`src/rtl/mlsd_pkg.sv`:
```
package mlsd_pkg;
    parameter int unsigned CW_N  = 21;
    parameter int unsigned NCHK  = 5;
    parameter int unsigned DSET [NCHK] = '{0, 2, 7, 8, 11};

    localparam int unsigned CNT_W  = $clog2(CW_N);
    localparam int unsigned VOTE_W = $clog2(NCHK + 1);

    typedef logic [CW_N-1:0] cw_t;

    function automatic cw_t pattern_mask();
        cw_t m = '0;
        for (int i = 0; i < NCHK; i++) m[DSET[i]] = 1'b1;
        return m;
    endfunction

    function automatic cw_t rotl(cw_t v, int unsigned s);
        cw_t r;
        if (s == 0) r = v;
        else        r = (v << s) | (v >> (CW_N - s));
        return r;
    endfunction
endpackage

```
`src/rtl/mlsd_syndrome.sv`:
```
module mlsd_syndrome
    import mlsd_pkg::*;
(
    input  cw_t             word,
    output logic [CW_N-1:0] syn,
    output logic            nonzero
);
    for (genvar r = 0; r < CW_N; r++) begin : g_row
        localparam cw_t ROW = rotl(pattern_mask(), r);
        assign syn[r] = ^(word & ROW);
    end
    assign nonzero = |syn;
endmodule

```
`src/rtl/mlsd_voter.sv`:
```
module mlsd_voter
    import mlsd_pkg::*;
(
    input  cw_t  word,
    output logic flip
);
    logic [NCHK-1:0]   sums;
    logic [VOTE_W-1:0] tally;

    for (genvar i = 0; i < NCHK; i++) begin : g_sum
        localparam int unsigned SH = (CW_N - 1 - DSET[i]) % CW_N;
        localparam cw_t CHK = rotl(pattern_mask(), SH);
        assign sums[i] = ^(word & CHK);
    end

    always_comb begin
        tally = '0;
        for (int i = 0; i < NCHK; i++) tally = tally + {{(VOTE_W-1){1'b0}}, sums[i]};
    end

    assign flip = (tally > VOTE_W'(NCHK / 2));
endmodule

```
`src/rtl/mlsd_decoder.sv`:
```
module mlsd_decoder
    import mlsd_pkg::*;
(
    input  logic            clk,
    input  logic            rst_n,
    input  logic            in_valid,
    input  logic [CW_N-1:0] in_word,
    output logic [CW_N-1:0] data_out,
    output logic            done,
    output logic            busy,
    output logic            err_detected
);
    typedef struct packed {
        logic             busy;
        logic [CNT_W-1:0] cnt;
        cw_t              work;
        cw_t              dout;
        logic             done;
        logic             err;
    } state_t;

    state_t s_d, s_q;

    logic [CW_N-1:0] syn;
    logic            syn_nz;
    logic            flip;
    cw_t             fixed_w;
    cw_t             stepped_w;

    mlsd_syndrome u_syn (
        .word    (in_word),
        .syn     (syn),
        .nonzero (syn_nz)
    );

    mlsd_voter u_vote (
        .word (s_q.work),
        .flip (flip)
    );

    assign fixed_w   = s_q.work ^ {flip, {(CW_N-1){1'b0}}};
    assign stepped_w = {fixed_w[0], fixed_w[CW_N-1:1]};

    always_comb begin
        s_d      = s_q;
        s_d.done = 1'b0;
        if (!s_q.busy) begin
            if (in_valid) begin
                if (!syn_nz) begin
                    s_d.dout = in_word;
                    s_d.done = 1'b1;
                    s_d.err  = 1'b0;
                end else begin
                    s_d.busy = 1'b1;
                    s_d.cnt  = '0;
                    s_d.work = in_word;
                    s_d.err  = 1'b1;
                end
            end
        end else begin
            s_d.work = stepped_w;
            s_d.cnt  = s_q.cnt + 1'b1;
            if (s_q.cnt == CNT_W'(CW_N - 1)) begin
                s_d.busy = 1'b0;
                s_d.done = 1'b1;
                s_d.dout = stepped_w;
            end
        end
    end

    always_ff @(posedge clk or negedge rst_n) begin
        if (!rst_n) s_q <= '0;
        else        s_q <= s_d;
    end

    assign data_out     = s_q.dout;
    assign done         = s_q.done;
    assign busy         = s_q.busy;
    assign err_detected = s_q.err;
endmodule

```
`config.mk`:
```
export PLATFORM = sky130hd
export DESIGN_NAME = mlsd_decoder
export DESIGN_NICKNAME = d
export VERILOG_FILES = /design/src/rtl/mlsd_pkg.sv /design/src/rtl/mlsd_syndrome.sv /design/src/rtl/mlsd_voter.sv /design/src/rtl/mlsd_decoder.sv
export SDC_FILE = /design/constraint.sdc
export NUM_CORES = 1
export LEC_CHECK = 0
export CAP_MARGIN = 10
export CORE_ASPECT_RATIO = 0.75
export CORE_MARGIN = 2
export CORE_UTILIZATION = 56
export DETAILED_ROUTE_END_ITERATION = 8
export HOLD_SLACK_MARGIN = 0.1
export PLACE_DENSITY = 0.81
export SLEW_MARGIN = 20
export SYNTH_ARGS = -nofsm -noshare
export SYNTH_HDL_FRONTEND = slang
export SYNTH_HIERARCHICAL = 1
export SYNTH_SLANG_ARGS = --single-unit
export TNS_END_PERCENT = 20
```
`constraint.sdc`:
```
create_clock -name clk -period 4.4 [get_ports clk]
set_input_delay 0.66 -clock clk [delete_from_list [all_inputs] [get_ports clk]]
set_output_delay 0.66 -clock clk [all_outputs]
set_load 0.01 [all_outputs]
```
# [After elaboration in Yosys (flattened, before gate mapping)]
# Cells that the tools add are included.
[op_classes] add_sub_neg=5 n_lt_le_gt_ge=1 eq_ne=3 mux=7 n_bitwise=2 reduce_logical=32
[ops] operator="$reduce_xor A21 Y1" count=26
[ops] operator="$mux W50" count=1
[ops] operator="$mux W49" count=1
[ops] operator="$mux W22" count=2
[ops] operator="$mux W27" count=1
[ops] operator="$reduce_or A21 Y1" count=1
[ops] operator="$xor A21 B21 Y21" count=1
[ops] operator="$add A3 B1 Y3" count=2
[ops] operator="$add A5 B1 Y5 const B" count=1
[ops] operator="$eq A5 B5 Y1 const B" count=1
[ops] operator="$reduce_and A2 Y1" count=2
[ops] operator="$reduce_bool A2 Y1" count=2
[ops] operator="$add A2 B1 Y3" count=1
[ops] operator="$gt A3 B2 Y1 const B" count=1
[ops] operator="$reduce_and A3 Y1" count=1
[ops] operator="$add A1 B1 Y2" count=1
[ops] operator="$mux W1" count=2
[ops] operator="$ne A2 B1 Y1 const B" count=1
[ops] operator="$ne A2 B2 Y1 const B" count=1
[ops] operator="$not A1 Y1" count=1
[word_totals] register_bits=50 input_bits=24 out_inout_bits=24 word_cells=56

# [Logic depth before layout (Yosys ltp)]
[depth] word_depth=9 depth_mapped=13 depth_no_buf=13

# [Modules after synthesis]
# Netlist, hierarchy kept.
[modules_own_cells] mod="mlsd_decoder" n_inst=1 cells_each=222 area_each_um2=2431.1 seq_area_each_um2=1251.2
[modules_own_cells] mod="mlsd_syndrome" n_inst=1 cells_each=107 area_each_um2=973.4 seq_area_each_um2=0.0
[modules_own_cells] mod="mlsd_voter" n_inst=1 cells_each=25 area_each_um2=289.0 seq_area_each_um2=0.0

# [Least setup slack after synthesis]
# No wires, ideal clock.
[synth_timing] path_kind="in2reg" startpoint="input port in_word[20]" endpoint="register s_q (netlist bit data_out[0])" setup_ns=0.126 t_arrival_ns=3.095 required_time_ns=4.274 path_slack_ns=1.179 cell_stages=10 path_buffers=2 path_cell_list="clkbuf_1 -> xnor3_1 -> xnor2_1 -> or4_1 -> nor4_2 -> nand4_1 -> nor3b_4 -> o21ba_4 -> buf_6 -> a221o_1"
[synth_between] elab_chain_cells=4 elab_cells_between_ends=8 cone_classes="1 x eq/ne; 7 x reduce/logical"
[synth_rtl] item="from (decl)" line_no="mlsd_decoder.sv:7" source="input logic [CW_N-1:0] in_word,"
[synth_rtl] item="$reduce_xor A21 Y1" line_no="mlsd_syndrome.sv:10" source="assign syn[r] = ^(word & ROW);"
[synth_rtl] item="via syn[9]" line_no="mlsd_decoder.sv:24" source="logic [CW_N-1:0] syn;"
[synth_rtl] item="$reduce_or A21 Y1" line_no="mlsd_syndrome.sv:12" source="assign nonzero = |syn;"
[synth_rtl] item="via syn_nz" line_no="mlsd_decoder.sv:25" source="logic syn_nz;"
[synth_rtl] item="$ne A2 B2 Y1 (no line)"
[synth_rtl] item="$reduce_and A3 Y1 (no line)"
[synth_rtl] item="to (signal assigned)" line_no="mlsd_decoder.sv:72" source="if (!rst_n) s_q <= '0;"
[synth_rtl] item="to (signal assigned)" line_no="mlsd_decoder.sv:73" source="else s_q <= s_d;"
[synth_rtl] item="to (decl)" line_no="mlsd_decoder.sv:22" source="state_t s_d, s_q;"
# The timed path passes the listed nets, and every way through them passes these cells.
# A chain may end at the register's enable or synchronous reset.

# [Final worst setup path]
[layout_timing] startpoint="input port in_word[8]" endpoint="register s_q (netlist bit data_out[19])"
# Same word-level chain as after synthesis.

==> impl_metrics.json <==
{
  "status": "completed",
  "max_slew_margin_pct": 45.10,
  "hold_class": "input pin to asynchronous set/reset pin",
  "post-dp-hpwl_um": 5937,
  "fmax_ghz": 0.2753,
  "path_buf_inv": 1,
  "critPathTopFamily": "simple AND/OR/NAND/NOR gates",
  "clockBufferDepth": 2,
  "cts_setup_buffers": 0,
  "worstSetupStartpoint": "in_word[8]",
  "io_pins": 48,
  "maxCapViolCount": 0,
  "regArea_um2": 1251,
  "grt_max_degree": 55,
  "htreeDepth": 2,
  "worst_pin_slew_ps": 820.4,
  "num_rows": 25,
  "cp-end-kind": "flip-flop",
  "dieArea_um2": 7240,
  "drive_gt1_share_pct": 7.692,
  "io_buffers": 47,
  "die_w_um": 97.59,
  "layout_min_cycle_time_ps": 3633,
  "gp_congestion": 0.8367,
  "clock_sinks": 50,
  "critPathMaxFanout": 22,
  "power.total_mw": 3.176,
  "clk_pin_slew_ps": 90,
  "fp.dieH_um": 74.19,
  "setup_tns_ps": 0,
  "cts_tree": "done",
  "viasPerCell": 5.663,
  "grt_util_all_layers_pct": 24.09,
  "globalRouteOverflowTotal": 0,
  "cp.required_ps": 4600,
  "ir_drop_mv": 0.5963,
  "finalCritPeriodShare_pct": 82.57,
  "hold_slack_ps": 448.5,
  "grt_pass1_vias": 2473,
  "syn_nets": 380,
  "hold_viol": 0,
  "cts_buffers": 5,
  "avgSynthCellArea_um2": 10.51,
  "rsz0062_at_grt": "no",
  "antenna_found_initial": 0,
  "wire_per_inst_um": 18.69,
  "drtIter0Drc": 134,
  "criticalPathCategory": "input pin to flip-flop",
  "diodes": 0,
  "slew_viol_final": 0,
  "coreArea_um2": 6319,
  "hold_buffers": 0,
  "multi_input_area_um2": 2021,
  "yosys_warnings": 6,
  "syn_to_final_growth_pct": 10.61,
  "synthCells": 350,
  "crit_chain": "clkdlybuf4s50_1, xnor3_2, xnor2_1, or4_1, nor4_2, nand4_1, nor3b_4, o21ba_4, a221o_1",
  "start_util_pct": 58.22,
  "gr-usage-met3_pct": 4.323,
  "power_per_cell_area_nw_per_um2": 780.5,
  "slowest_stage": "clkdlybuf4s50_1",
  "vias": 2520,
  "max_stage_delay_ps": 660,
  "clockRootBuffer": "clkbuf_8",
  "grtUsageMet2_pct": 38.93,
  "grt_pass1_wl_um": 13330,
  "arrival_ps": 3830,
  "report.final.setup_viol": 0,
  "use_met1_pct": 35.13,
  "drtAntennaViolNets": 0,
  "post_cts_resized": 0,
  "busiest_layer": "met2",
  "p_leak_nw": 1.806,
  "drcViolationCount": 0,
  "nets": 394,
  "syn_area_um2": 3679,
  "nFillCells": 532,
  "finClkSkew_ps": 9.190,
  "drt-pass1-iter-count": 5,
  "start_kind": "input pin",
  "finalWirelength_um": 8316,
  "insertion_delay_ps": 310,
  "reg2reg_from": "s_q[43]$_DFFE_PN0P_"
}
per-stage QoR:
step	cells	util, %	cell area [µm²]	setup WS, ps
3_3_place_gp	438	63.13	3989	529.2
6_report	445	64.40	4069	767.0
2_1_floorplan	350	-	3679	1179
3_5_place_dp	438	63.13	3989	458.9
5_1_grt	445	64.40	4069	555.8
4_1_cts	445	64.40	4069	790.7
final cells by class:
cell class / count / area share [%]
multi-input combinational: 235 / 49.66
sequential: 50 / 30.75
clock buffer: 6 / 1.784
inverter: 10 / 0.9225
timing repair buffer: 62 / 14.21
clock inverter: 1 / 0.1845
tap: 81 / 2.491
placed cells by master, fill, tap and decap left out, types with 2 or more instances in the layout:
cell              n
xnor3_1          11
and2_1           21
mux2i_1          20
o21ai_0          28
nand2_1          25
nor4_1            2
nand3_1           2
nor2b_1           2
nor2_1            2
buf_4            15
dfrtp_1          50
fa_1              2
clkbuf_8          5
ha_1              4
xnor2_1          71
nand4_1           5
inv_1            10
clkdlybuf4s50_1  46
a221o_1          21
xor2_1            8
registers in the layout (all words and copies together) (netlist names):
| name | count |
|---|---|
| s_q | 26 |
| busy | 1 |
| done | 1 |
| data_out | 21 |
| err_detected | 1 |
power breakdown:
group | internal (mW) | switching, mW
combinational | 1.04 | 0.959
clock | 0.109 | 0.154
sequential | 0.690 | 0.226
final timing paths:
| path | slack, ps | to | depth (start not counted) |
|---|---|---|---|
| max reg2reg | 790 | data_out[19]$_DFFE_PN0P_ | 12 |
| max | 770 | data_out[19]$_DFFE_PN0P_ | 9 |
| max in group asynchronous | 3510 | s_q[31]$_DFFE_PN0P_ | 2 |
| min | 450 | s_q[48]$_DFFE_PN0P_ | 2 |
| min in group clk | 520 | s_q[48]$_DFFE_PN0P_ | 1 |
| min reg2reg | 520 | s_q[48]$_DFFE_PN0P_ | 1 |
layer usage:
layer / up-vias / share of wire (%)
met4: 0 / 0.41
met2: 85 / 45
li1: 1177 / -
met5: - / 0
met1: 1253 / 48
met3: 5 / 7.4
Power figures use the tool's default switching activity.
